===== src/rtl/irq_summary_pkg.sv =====
// Package: shared types for the grouped interrupt summary block.
// Assumes: the register port decodes to one of four selections.
package irq_summary_pkg;

    // Register selection that the address decoder produces
    typedef enum logic [1:0] {
        SEL_NONE   = 2'd0,
        SEL_SUM_LO = 2'd1,
        SEL_SUM_HI = 2'd2,
        SEL_CTRL   = 2'd3
    } reg_sel_e;

    // Number of groups needed to cover a pin count
    function automatic int groups_for(input int pins, input int group_size);
        return (pins + group_size - 1) / group_size;
    endfunction

endpackage


===== src/rtl/irq_group_reduce.sv =====
// Module: irq_group_reduce
// Purpose: ORs the pending flags of each run of GROUP_SIZE neighbouring
//          pins into one summary bit.
// Assumes: pins beyond NUM_PINS in the last group count as not pending.
module irq_group_reduce #(
    parameter int NUM_PINS   = 184,
    parameter int GROUP_SIZE = 4,
    parameter int NUM_GROUPS = 46
) (
    input  logic [NUM_PINS-1:0]   pin_pending_i,
    output logic [NUM_GROUPS-1:0] summary_o
);

    localparam int PAD_W = NUM_GROUPS * GROUP_SIZE;

    logic [PAD_W-1:0] pending_pad;

    // Widen the pin vector to a whole number of groups, filling with zero
    always_comb begin
        pending_pad                = '0;
        pending_pad[NUM_PINS-1:0]  = pin_pending_i;
    end

    // One OR reduction per group
    for (genvar g = 0; g < NUM_GROUPS; g++) begin : g_group
        assign summary_o[g] = |pending_pad[g*GROUP_SIZE +: GROUP_SIZE];
    end

endmodule


===== src/rtl/irq_reg_decode.sv =====
// Module: irq_reg_decode
// Purpose: turns the word address into a register selection and detects
//          an end-of-interrupt write.
// Assumes: the three register addresses are distinct and fit in ADDR_W.
module irq_reg_decode
    import irq_summary_pkg::*;
#(
    parameter int ADDR_W      = 4,
    parameter int DATA_W      = 32,
    parameter int ADDR_SUM_LO = 0,
    parameter int ADDR_SUM_HI = 1,
    parameter int ADDR_CTRL   = 2,
    parameter int EOI_BIT     = 0
) (
    input  logic              reg_wr_i,
    input  logic [ADDR_W-1:0] reg_addr_i,
    input  logic [DATA_W-1:0] reg_wdata_i,
    output reg_sel_e          sel_o,
    output logic              eoi_o
);

    logic unused_wdata_bits;
    assign unused_wdata_bits = ^reg_wdata_i;

    // Map the address onto a register selection
    always_comb begin
        if (reg_addr_i == ADDR_W'(ADDR_SUM_LO)) begin
            sel_o = SEL_SUM_LO;
        end else if (reg_addr_i == ADDR_W'(ADDR_SUM_HI)) begin
            sel_o = SEL_SUM_HI;
        end else if (reg_addr_i == ADDR_W'(ADDR_CTRL)) begin
            sel_o = SEL_CTRL;
        end else begin
            sel_o = SEL_NONE;
        end
    end

    // End-of-interrupt: a write to the control word with the request bit set
    assign eoi_o = reg_wr_i && (sel_o == SEL_CTRL) && reg_wdata_i[EOI_BIT];

endmodule


===== src/rtl/irq_arm_ctrl.sv =====
// Module: irq_arm_ctrl
// Purpose: holds the fired/armed state behind the host interrupt line.
// Assumes: eoi_i is a single-cycle request; an end-of-interrupt wins
//          over a new firing at the same edge.
module irq_arm_ctrl (
    input  logic clk,
    input  logic rst_n,
    input  logic any_pending_i,
    input  logic eoi_i,
    output logic irq_o
);

    logic fired_q;

    // Fire when armed and something is pending; re-arm on end-of-interrupt
    always_ff @(posedge clk) begin
        if (!rst_n) begin
            fired_q <= 1'b0;
        end else if (eoi_i) begin
            fired_q <= 1'b0;
        end else if (!fired_q && any_pending_i) begin
            fired_q <= 1'b1;
        end
    end

    assign irq_o = fired_q;

endmodule


===== src/rtl/irq_read_mux.sv =====
// Module: irq_read_mux
// Purpose: returns the selected register word on the read port.
// Assumes: NUM_GROUPS is greater than DATA_W and no more than 2*DATA_W.
module irq_read_mux
    import irq_summary_pkg::*;
#(
    parameter int NUM_GROUPS = 46,
    parameter int DATA_W     = 32
) (
    input  reg_sel_e              sel_i,
    input  logic [NUM_GROUPS-1:0] summary_i,
    output logic [DATA_W-1:0]     rdata_o
);

    localparam int SUM_PAD_W = 2 * DATA_W;

    logic [SUM_PAD_W-1:0] summary_pad;

    // Widen the summary to two full words, filling with zero
    always_comb begin
        summary_pad                 = '0;
        summary_pad[NUM_GROUPS-1:0] = summary_i;
    end

    // Choose the read word; the control word and unmapped space read zero
    always_comb begin
        unique case (sel_i)
            SEL_SUM_LO: rdata_o = summary_pad[DATA_W-1:0];
            SEL_SUM_HI: rdata_o = summary_pad[SUM_PAD_W-1:DATA_W];
            default:    rdata_o = '0;
        endcase
    end

endmodule


===== src/rtl/irq_summary_eoi.sv =====
// Module: irq_summary_eoi (top)
// Purpose: groups per-pin pending flags into a two-word summary and drives
//          one host interrupt that re-arms only on end-of-interrupt.
// Assumes: reset is synchronous and active low; reads are combinational.
module irq_summary_eoi
    import irq_summary_pkg::*;
#(
    parameter int NUM_PINS    = 184,
    parameter int GROUP_SIZE  = 4,
    parameter int DATA_W      = 32,
    parameter int ADDR_W      = 4,
    parameter int ADDR_SUM_LO = 0,
    parameter int ADDR_SUM_HI = 1,
    parameter int ADDR_CTRL   = 2,
    parameter int EOI_BIT     = 0
) (
    input  logic                clk,
    input  logic                rst_n,
    input  logic [NUM_PINS-1:0] pin_pending_i,
    input  logic                reg_wr_i,
    input  logic [ADDR_W-1:0]   reg_addr_i,
    input  logic [DATA_W-1:0]   reg_wdata_i,
    output logic [DATA_W-1:0]   reg_rdata_o,
    output logic                host_irq_o
);

    localparam int NUM_GROUPS = groups_for(NUM_PINS, GROUP_SIZE);

    logic [NUM_GROUPS-1:0] summary;
    reg_sel_e              sel;
    logic                  eoi;

    irq_group_reduce #(
        .NUM_PINS   (NUM_PINS),
        .GROUP_SIZE (GROUP_SIZE),
        .NUM_GROUPS (NUM_GROUPS)
    ) u_reduce (
        .pin_pending_i (pin_pending_i),
        .summary_o     (summary)
    );

    irq_reg_decode #(
        .ADDR_W      (ADDR_W),
        .DATA_W      (DATA_W),
        .ADDR_SUM_LO (ADDR_SUM_LO),
        .ADDR_SUM_HI (ADDR_SUM_HI),
        .ADDR_CTRL   (ADDR_CTRL),
        .EOI_BIT     (EOI_BIT)
    ) u_decode (
        .reg_wr_i    (reg_wr_i),
        .reg_addr_i  (reg_addr_i),
        .reg_wdata_i (reg_wdata_i),
        .sel_o       (sel),
        .eoi_o       (eoi)
    );

    irq_arm_ctrl u_arm (
        .clk           (clk),
        .rst_n         (rst_n),
        .any_pending_i (|summary),
        .eoi_i         (eoi),
        .irq_o         (host_irq_o)
    );

    irq_read_mux #(
        .NUM_GROUPS (NUM_GROUPS),
        .DATA_W     (DATA_W)
    ) u_rmux (
        .sel_i     (sel),
        .summary_i (summary),
        .rdata_o   (reg_rdata_o)
    );

endmodule


===== config.mk =====
export PLATFORM = sky130hd
export DESIGN_NAME = irq_summary_eoi
export DESIGN_NICKNAME = d
export VERILOG_FILES = /design/src/rtl/irq_summary_pkg.sv /design/src/rtl/irq_group_reduce.sv /design/src/rtl/irq_reg_decode.sv /design/src/rtl/irq_arm_ctrl.sv /design/src/rtl/irq_read_mux.sv /design/src/rtl/irq_summary_eoi.sv
export SDC_FILE = /design/constraint.sdc
export NUM_CORES = 1
export LEC_CHECK = 0
export CAP_MARGIN = 20
export CORE_AREA = 5 5 95 97
export CTS_CLUSTER_SIZE = 12
export DETAILED_ROUTE_END_ITERATION = 10
export DIE_AREA = 0 0 100 102
export MAX_ROUTING_LAYER = met4
export PLACE_DENSITY = 0.66
export SYNTH_ARGS = -nofsm -noshare
export SYNTH_HDL_FRONTEND = slang
export SYNTH_HIERARCHICAL = 1
export SYNTH_SLANG_ARGS = --single-unit

===== constraint.sdc =====
create_clock -name clk -period 1.8 [get_ports clk]
set_input_delay 0.27 -clock clk [delete_from_list [all_inputs] [get_ports clk]]
set_output_delay 0.27 -clock clk [all_outputs]
set_load 0.05 [all_outputs]

; ---- Yosys cells after proc, flatten, opt, wreduce, memory -nomap -nowiden
; Cells that the tools add are included.
; W data, S select, Z words.
[totals]
inputBits = 223
register_bits = 1
[classes]
mux = 4
n_reduce_logical = 53
bitwise = 1
n_eq_ne = 5
[op_table]
columns = operator, n
row1 = $reduce_or A184 Y1, 1
row2 = $reduce_or A4 Y1, 46
row3 = $pmux W32 S2, 1
row4 = $mux W2, 3
row5 = $eq A2 B2 Y1 const B, 2
row6 = $eq A4 B1 Y1 const B, 1
row7 = $eq A4 B2 Y1 const B, 1
row8 = $logic_not A4 Y1, 1
row9 = $logic_and A1 B1 Y1, 3
row10 = $eq A2 B1 Y1 const B, 1
row11 = $reduce_or A2 Y1, 1
row12 = $logic_not A1 Y1, 1
row13 = $not A1 Y1, 1

; ---- Depth between registers and ports, before layout
; Gate-level depths: netlist (run 1).
[depth]
depth_word = 8
mapped_depth = 7
mapped_depth_nobuf = 6

; ---- Hierarchy
; The synthesis (run 1) kept the hierarchy.
[modules_own_cells]
columns = mod, cells_per_inst, area_each_um2, instances
row1 = irq_group_reduce, 46, 345.3, 1
row2 = irq_read_mux, 55, 339.1, 1
row3 = irq_summary_eoi, 16, 103.8, 1
row4 = irq_arm_ctrl, 3, 36.3, 1
row5 = irq_reg_decode, 4, 32.5, 1

; ---- Worst setup path after synthesis (run 1)
; No wires, ideal clock.
[synth_timing]
kind = input port to output port
start = input reg_addr_i[3]
end = output reg_rdata_o[0]
required_time_ps = 1530
t_arrival_ps = 1766
cell_stages = 5
slack_ps = -236
path_buffers = 1
cell_sequence = nor3_2 inv_1 ha_1 buf_2 nor2_1
[synth_between]
elab_chain_len = 6
word_cells_on_any_way = 9
cone_classes = eq/ne (4) / mux (4) / reduce/logical (1)
[synth_lines]
columns = element, line
row1 = from (decl), irq_summary_eoi.sv:21  ; input logic [ADDR_W-1:0] reg_addr_i,
row2 = $eq A4 B2 Y1, irq_reg_decode.sv:31  ; end else if (reg_addr_i == ADDR_W'(ADDR_CTRL)) begin
row3 = $mux W2, irq_reg_decode.sv:31
row4 = $mux W2, irq_reg_decode.sv:29  ; end else if (reg_addr_i == ADDR_W'(ADDR_SUM_HI)) begin
row5 = $mux W2 *, irq_reg_decode.sv:27  ; if (reg_addr_i == ADDR_W'(ADDR_SUM_LO)) begin
row6 = $eq A2 B2 Y1 / $eq A2 B1 Y1 (equally long branches), irq_read_mux.sv:27  ; unique case (sel_i)
row7 = $pmux W32 S2 *, irq_read_mux.sv:27
row8 = to (decl), irq_summary_eoi.sv:23  ; output logic [DATA_W-1:0] reg_rdata_o,
; Every way passes the cells marked *; elsewhere a longest branch is shown, timed or not.

; ---- Worst setup path after layout (run 1)
[layout_timing]
start = input pin_pending_i[22]
end = register u_arm.fired_q, in the netlist u_arm/irq_o
[layout_between]
elab_chain_len = 2
[layout_lines]
columns = element, line
row1 = from (decl), irq_summary_eoi.sv:19  ; input logic [NUM_PINS-1:0] pin_pending_i,
row2 = $reduce_or A184 Y1, irq_summary_eoi.sv:60  ; .any_pending_i (|summary),
row3 = $logic_and A1 B1 Y1, irq_arm_ctrl.sv:21  ; end else if (!fired_q && any_pending_i) begin
row4 = to (signal assigned), irq_arm_ctrl.sv:18  ; fired_q <= 1'b0;
row5 = to (signal assigned), irq_arm_ctrl.sv:20  ; fired_q <= 1'b0;
row6 = to (signal assigned), irq_arm_ctrl.sv:22  ; fired_q <= 1'b1;
row7 = to (decl), irq_arm_ctrl.sv:13  ; logic fired_q;
; Every way passes these cells.
; A chain may end at the register's enable or synchronous reset.

==> reports/qor.csv, run 1 <==
stage,metric,value,unit
outcome,status,"finished, violations left",
outcome,failing checks,setup timing,
worst_setup_path,CP Capture Type,flip-flop,
run,Max Cap Violations,0,
worst_setup_path,Worst Path Arrival,1.99,ns
finish,most frequent cells in the layout,"69 x dlygate4sd2_1, 56 x clkdlybuf4s15_1, 46 x or4_4",
worst_setup_path,largest stage delay on the critical path,0.53,ns
logic_synthesis,Yosys top cell by area,or4_1,
clock_network,worst-skew pair later-pin latency,0,ns
finish,area grow syn2layout,385,%
hold_path,min-delay worst type,reg -> reg,
global_routing,number of global-route vias before repair,2552,
sta,Max Clock Freq,0.473,GHz
hold_path,worst hold path stage count,2,
detailed_routing,Avg WL per Cell,17.5,um
die,io pins,256,
die,DIE AREA,10200,um2
pwr,worst-case vdd ir drop,0.106,mV
global_routing,GRT overflow,0,
global_routing,global-route wire length before repair,12500,um
sta,Min Hold Slack,0.532,ns
detailed_routing,post-route ant nets,0,
worst_setup_path,Critical R2R Launch,u_arm/irq_o,
detailed_routing,met2 wire length,4630,um
pwr,Reg power frac,0.035,
sta,fin crit share,1.17,
worst_setup_path,R2R Path End,u_arm/irq_o,
worst_setup_path,Reg2Reg Depth,2,
clock_network,clk slew on worst S/H paths,0,ns
global_routing,initial antenna violation count,0,
logic_synthesis,synthesized cell area,857,um2
logic_synthesis,synth top area cells,"or4_1 40%, and2_1 13%, a22oi_1 12%, nor4_1 7.3%, nor2_1 7.0%",
die,Die Y,102,um
worst_setup_path,critical path startpoint category,input port,
logic_synthesis,Syn Nets,349,
finish,Final Non-Filler Cells,487,
hold_path,min-delay src,u_arm/irq_o,
detailed_routing,met3 wire len,681,um
logic_synthesis,"Distinct cells, synth",19,
finish,final core utilization,0.516,
sta,RSZ-0062 raised after global routing,yes,
clock_network,"Hold-fix buffers, CTS",0,
pwr,switch share,0.376,
worst_setup_path,cell family with most CP delay,simple AND/OR/NAND/NOR gates,
die,die width,100,um
worst_setup_path,critical path required time,1.68,ns
placement,Placed Cells,469,
logic_synthesis,warning count from the yosys run,6,
worst_setup_path,CP bufs+invs,1,
die,core box area,8050,um2
worst_setup_path,CP max stage cell,or4_4,
logic_synthesis,Yosys reg bits,1,
global_routing,largest net degree at the start of global routing,15,
sta,Layout Skew,0,ns
detailed_routing,routed via count,2141,
sta,min cycle time layout,2.11,ns
sta,Setup WS post-layout,-0.314,ns
logic_synthesis,Yosys top cell area share,0.403,
pwr,clock power share,0,
finish,"commonest non-fill, non-tap cell in the layout",dlygate4sd2_1,
placement,post-DP HPWL,7200,um
pwr,PD cells,175,nW/um2
logic_synthesis,"Avg Cell Area, Syn",6.91,um2
hold_path,Hold Path Sink,u_arm/irq_o,
sta,Slew HR,0.841,
detailed_routing,drt drc,0,
die,Initial Utilization,0.106,
worst_setup_path,CP Max Fanout,2,
detailed_routing,Routed WL,8510,um
finish,max FFs per register,1,
pwr,Gate power share,0.965,
sta,Final Hold Viols,0,
sta,Slew @ Worst Pin,0.237,ns
global_routing,total track usage,0.159,
pwr,Final Total Pwr,728,uW
placement,gpl congestion,0.829,
die,row count,33,
finish,final-stage net count,609,
pwr,Leak,0.00179,uW
pwr,internal power,454,uW
sta,max-slew violation count,0,
pwr,net switching power,274,uW
finish,diode count,0,
worst_setup_path,crit-path cells,clkdlybuf4s15_1 -> or4_4 -> nor4_4 -> nand4_1 -> or3_4 -> nor2_4 -> nor3b_2,
sta,Final setup violation count,27,
worst_setup_path,reg2reg setup slack,1.16,ns
worst_setup_path,critical path type,in -> reg,
detailed_routing,Starting DRT DRC Count,25,
finish,layout cell share with drive strength beyond 1,0.615,
detailed_routing,router iterations before antenna repair,4,
detailed_routing,met1 WL,3130,um
detailed_routing,DR vias/cell,4.40,
detailed_routing,DR top layer,met4,
logic_synthesis,sequential share of the synthesized area,0.0234,
logic_synthesis,cells after synthesis,124,
placement,# port buffers,224,
==> cell type report <==
cell class	instances	area, um2
fillers	767	3890
inverters	2	7.51
multi-input cells	117	1350
flip-flops and latches	1	20.0
well taps	105	131
repair buffers	262	2650
==> power groups by stage <==
stage	clock [uW]	combinational [uW]	sequential, uW
after floorplan	0	166	29.0
after global placement	0	700	25.1
after detailed placement	0	705	24.7
after CTS	0	702	24.7
after global routing	0	744	25.6
final	0	703	25.4
==> logic make-up after synthesis <==
family / synth area share
adder cells (fa/ha/maj): 0.0292
XOR/XNOR: 0.0102
flip-flops: 0.0234
buffers and inverters: 0.0350
AND/OR/NAND/NOR: 0.780
AO/OA/AOI/OAI: 0.123
==> metrics by stage <==
stage          setup WS [ns]  setup TNS [ns]  instance area [um2]
2_1_floorplan         -0.120          -0.819                  930
3_3_place_gp          -0.860          -15.78                 3740
3_5_place_dp          -0.864          -16.42                 3740
4_1_cts               -0.326           -3.88                 4190
5_1_grt               -0.391           -3.81                 4160
6_report              -0.314           -2.43                 4160
==> worst reg2reg max path: cells and delay by family (launching register included) <==
| family | cells | cell delay (ns) |
|---|---|---|
| simple gates | 2 | 0.19 |
| flops | 1 | 0.36 |
==> synth_stat cells (all sizes together) <==
cell type  instances
a22oi             14
and2              18
and4               1
buf                4
dfxtp              1
ha                 2
inv                2
nand4              3
nor2              16
nor2b              1
nor3               2
nor3b              1
nor4              11
or3                1
or4               46
xnor2              1
==> timing repair <==
item / in CTS / in global routing
endpoints found under the setup margin: 33 / 33
buffers inserted: 24 / 4
cloned: 3 / 1
pin swaps: 96 / 36
gates resized for setup: 448 / 52
==> worst max path at each step <==
stage / startpoint / end / cells after the start
after floorplan: reg_addr_i[3] / reg_rdata_o[0] / 5
after global placement: pin_pending_i[169] / u_arm/irq_o / 7
after detailed placement: pin_pending_i[169] / u_arm/irq_o / 7
after CTS: pin_pending_i[11] / u_arm/irq_o / 7
after global routing: pin_pending_i[1] / u_arm/irq_o / 7
final: pin_pending_i[22] / u_arm/irq_o / 7
==> per-layer routing <==
metal,up-vias,GRT usage
met5,-,-
met4,0,0.0155
met3,6,0.0307
met2,126,0.307
met1,965,0.173
li1,1044,-
(Power assumes the default switching activity.)
==> run 2, diff against run 1 <==
==> constraint.sdc (replaced) <==
create_clock -name clk -period 1.8 [get_ports clk]
set_input_delay 0.45 -clock clk [delete_from_list [all_inputs] [get_ports clk]]
set_output_delay 0.45 -clock clk [all_outputs]
set_load 0.05 [all_outputs]
==> reports/qor.csv, run 2 (synthesis results as in run 1) <==
stage,metric,value,unit,change
pwr,worst-case vdd ir drop,0.0959,mV,-9.3%
finish,final-stage net count,629,,+3.3%
worst_setup_path,critical path startpoint category,input port,,
global_routing,global-route wire length before repair,13500,um,+7.5%
detailed_routing,Starting DRT DRC Count,31,,+24%
pwr,Leak,0.00198,uW,+11%
sta,min cycle time layout,2.34,ns,+0.224 ns
die,core box area,8050,um2,unchanged
worst_setup_path,largest stage delay on the critical path,0.20,ns,-0.33 ns
pwr,internal power,496,uW,+9.1%
detailed_routing,DR vias/cell,4.46,,+1.4%
detailed_routing,Avg WL per Cell,17.9,um,+2.4%
hold_path,worst hold path stage count,2,,unchanged
run,Max Cap Violations,0,,unchanged
finish,most frequent cells in the layout,"76 x dlygate4sd2_1, 47 x clkdlybuf4s15_1, 44 x or4_4",,
detailed_routing,drt drc,0,,unchanged
global_routing,total track usage,0.171,,+0.0122
finish,max FFs per register,1,,unchanged
finish,FILL cells,767,,unchanged
worst_setup_path,critical path type,in -> out,,
die,DIE AREA,10200,um2,unchanged
placement,post-DP HPWL,7590,um,+5.3%
pwr,PD cells,178,nW/um2,+1.5%
worst_setup_path,CP Capture Type,output port,,
global_routing,number of global-route vias before repair,2665,,+4.4%
placement,Placed Cells,482,,+2.8%
pwr,Reg power frac,0.031,,-0.004
finish,diode count,0,,unchanged
finish,area grow syn2layout,420,%,
detailed_routing,router iterations before antenna repair,4,,unchanged
finish,Final Non-Filler Cells,507,,+4.1%
die,Initial Utilization,0.106,,unchanged
outcome,failing checks,setup timing,,
finish,layout cell share with drive strength beyond 1,0.624,,+0.00919
die,die width,100,um,unchanged
worst_setup_path,crit-path cells,buf_8 -> xnor2_4 -> nor3_4 -> buf_6 -> ha_4 -> nor2b_4 -> buf_12 -> buf_8 -> and2_4 -> buf_12,,
sta,RSZ-0062 raised after global routing,yes,,
hold_path,min-delay worst type,reg -> reg,,
global_routing,initial antenna violation count,0,,unchanged
sta,Slew HR,0.833,,-0.00749
hold_path,min-delay src,u_arm/irq_o,,
global_routing,GRT overflow,0,,unchanged
sta,Final Hold Viols,0,,unchanged
finish,"commonest non-fill, non-tap cell in the layout",dlygate4sd2_1,,
sta,Max Clock Freq,0.428,GHz,-9.6%
placement,# port buffers,224,,unchanged
sta,fin crit share,1.30,,+0.124
outcome,status,"finished, violations left",,
clock_network,worst-skew pair later-pin latency,0,ns,unchanged
sta,setup tns final,-15.39,ns,-12.95 ns
pwr,Gate power share,0.969,,+0.004
die,io pins,256,,unchanged
detailed_routing,post-route ant nets,0,,unchanged
hold_path,Hold Path Sink,u_arm/irq_o,,
global_routing,largest net degree at the start of global routing,15,,unchanged
die,row count,33,,unchanged
sta,Slew @ Worst Pin,0.250,ns,+0.0130 ns
clock_network,"Hold-fix buffers, CTS",0,,unchanged
worst_setup_path,reg2reg setup slack,1.22,ns,+0.06 ns
pwr,clock power share,0,,unchanged
worst_setup_path,CP max stage cell,nor3_4,,
sta,Final setup violation count,33,,+22%
detailed_routing,Routed WL,9070,um,+6.6%
clock_network,clk slew on worst S/H paths,0,ns,unchanged
pwr,switch share,0.374,,-0.00191
detailed_routing,routed via count,2260,,+5.6%
sta,Layout Skew,0,ns,unchanged
placement,gpl congestion,0.936,,+13%
sta,Setup WS post-layout,-0.538,ns,-0.224 ns
worst_setup_path,Worst Path Arrival,1.89,ns,-0.10 ns
die,Die Y,102,um,unchanged
worst_setup_path,Reg2Reg Depth,2,,unchanged
placement,worst slack at placement,-0.992,ns,-0.128 ns
pwr,net switching power,296,uW,+8.2%
worst_setup_path,R2R Path End,u_arm/irq_o,,
sta,max-slew violation count,0,,unchanged
worst_setup_path,Critical R2R Launch,u_arm/irq_o,,
worst_setup_path,critical path required time,1.35,ns,-0.33 ns
worst_setup_path,CP Max Fanout,5,,+3
==> run 2: stage by stage <==
| stage | cell area, um2 | utilization | hold slack, ns | power, uW |
|---|---|---|---|---|
| 3_3_place_gp | 4050 | 0.503 | 0.526 | 786 |
| 6_report | 4450 | 0.553 | 0.513 | 792 |
| 3_5_place_dp | 4050 | 0.503 | 0.532 | 797 |
| 2_1_floorplan | 1130 | - | 0.607 | 243 |
| 5_1_grt | 4450 | 0.553 | 0.542 | 836 |
| 4_1_cts | 4530 | 0.562 | 0.521 | 798 |
==> run 2: repair_timing <==
| item | 4_1_cts | 5_1_grt |
|---|---|---|
| gates resized for setup | 334 | 116 |
| gates cloned | 4 | 0 |
| pin swaps | 90 | 73 |
| setup endpoints to repair | 33 | 33 |
| buffers inserted | 20 | 8 |
==> run 2: worst max-delay path by stage <==
| stage | end | depth (start not counted) | slack [ns] | from |
|---|---|---|---|---|
| 2_1_floorplan | reg_rdata_o[14] | 6 | -0.23 | reg_addr_i[0] |
| 3_3_place_gp | u_arm/irq_o | 7 | -1.02 | pin_pending_i[173] |
| 3_5_place_dp | reg_rdata_o[23] | 8 | -0.99 | reg_addr_i[0] |
| 4_1_cts | reg_rdata_o[26] | 11 | -0.59 | reg_addr_i[0] |
| 5_1_grt | reg_rdata_o[19] | 10 | -0.61 | reg_addr_i[1] |
| 6_report | reg_rdata_o[20] | 10 | -0.54 | reg_addr_i[1] |
==> run 2: area by class of cell <==
type,count,area (um2),share of cell area
inverter,2,7.51,0.00169
multi-input combinational,117,1410,0.316
sequential,1,20.0,0.00449
tap,105,131,0.0295
timing repair buffer,282,2890,0.649
==> run 2: power by group through the flow <==
| stage | sequential (uW) | clock [uW] | combinational, uW |
|---|---|---|---|
| finish | 24.8 | 0 | 767 |
| global route | 24.9 | 0 | 811 |
| CTS | 24.5 | 0 | 774 |
| detailed placement | 24.5 | 0 | 772 |
| global placement | 24.5 | 0 | 761 |
| floorplan | 29.0 | 0 | 214 |
==> run 2: critical path: cells and delay by family <==
family	cells	cell delay, ns
adder cells (fa/ha/maj)	1	0.20
XOR/XNOR	1	0.14
AND/OR/NAND/NOR	3	0.50
buffers and inverters	5	0.60
==> run 2: metal layers <==
| layer | vias up | track usage | routed length, um |
|---|---|---|---|
| met5 | - | - | 0 |
| met4 | 0 | 0.0238 | 163 |
| met3 | 14 | 0.0355 | 785 |
| met2 | 137 | 0.340 | 4950 |
| met1 | 1024 | 0.175 | 3180 |
| li1 | 1085 | - | - |
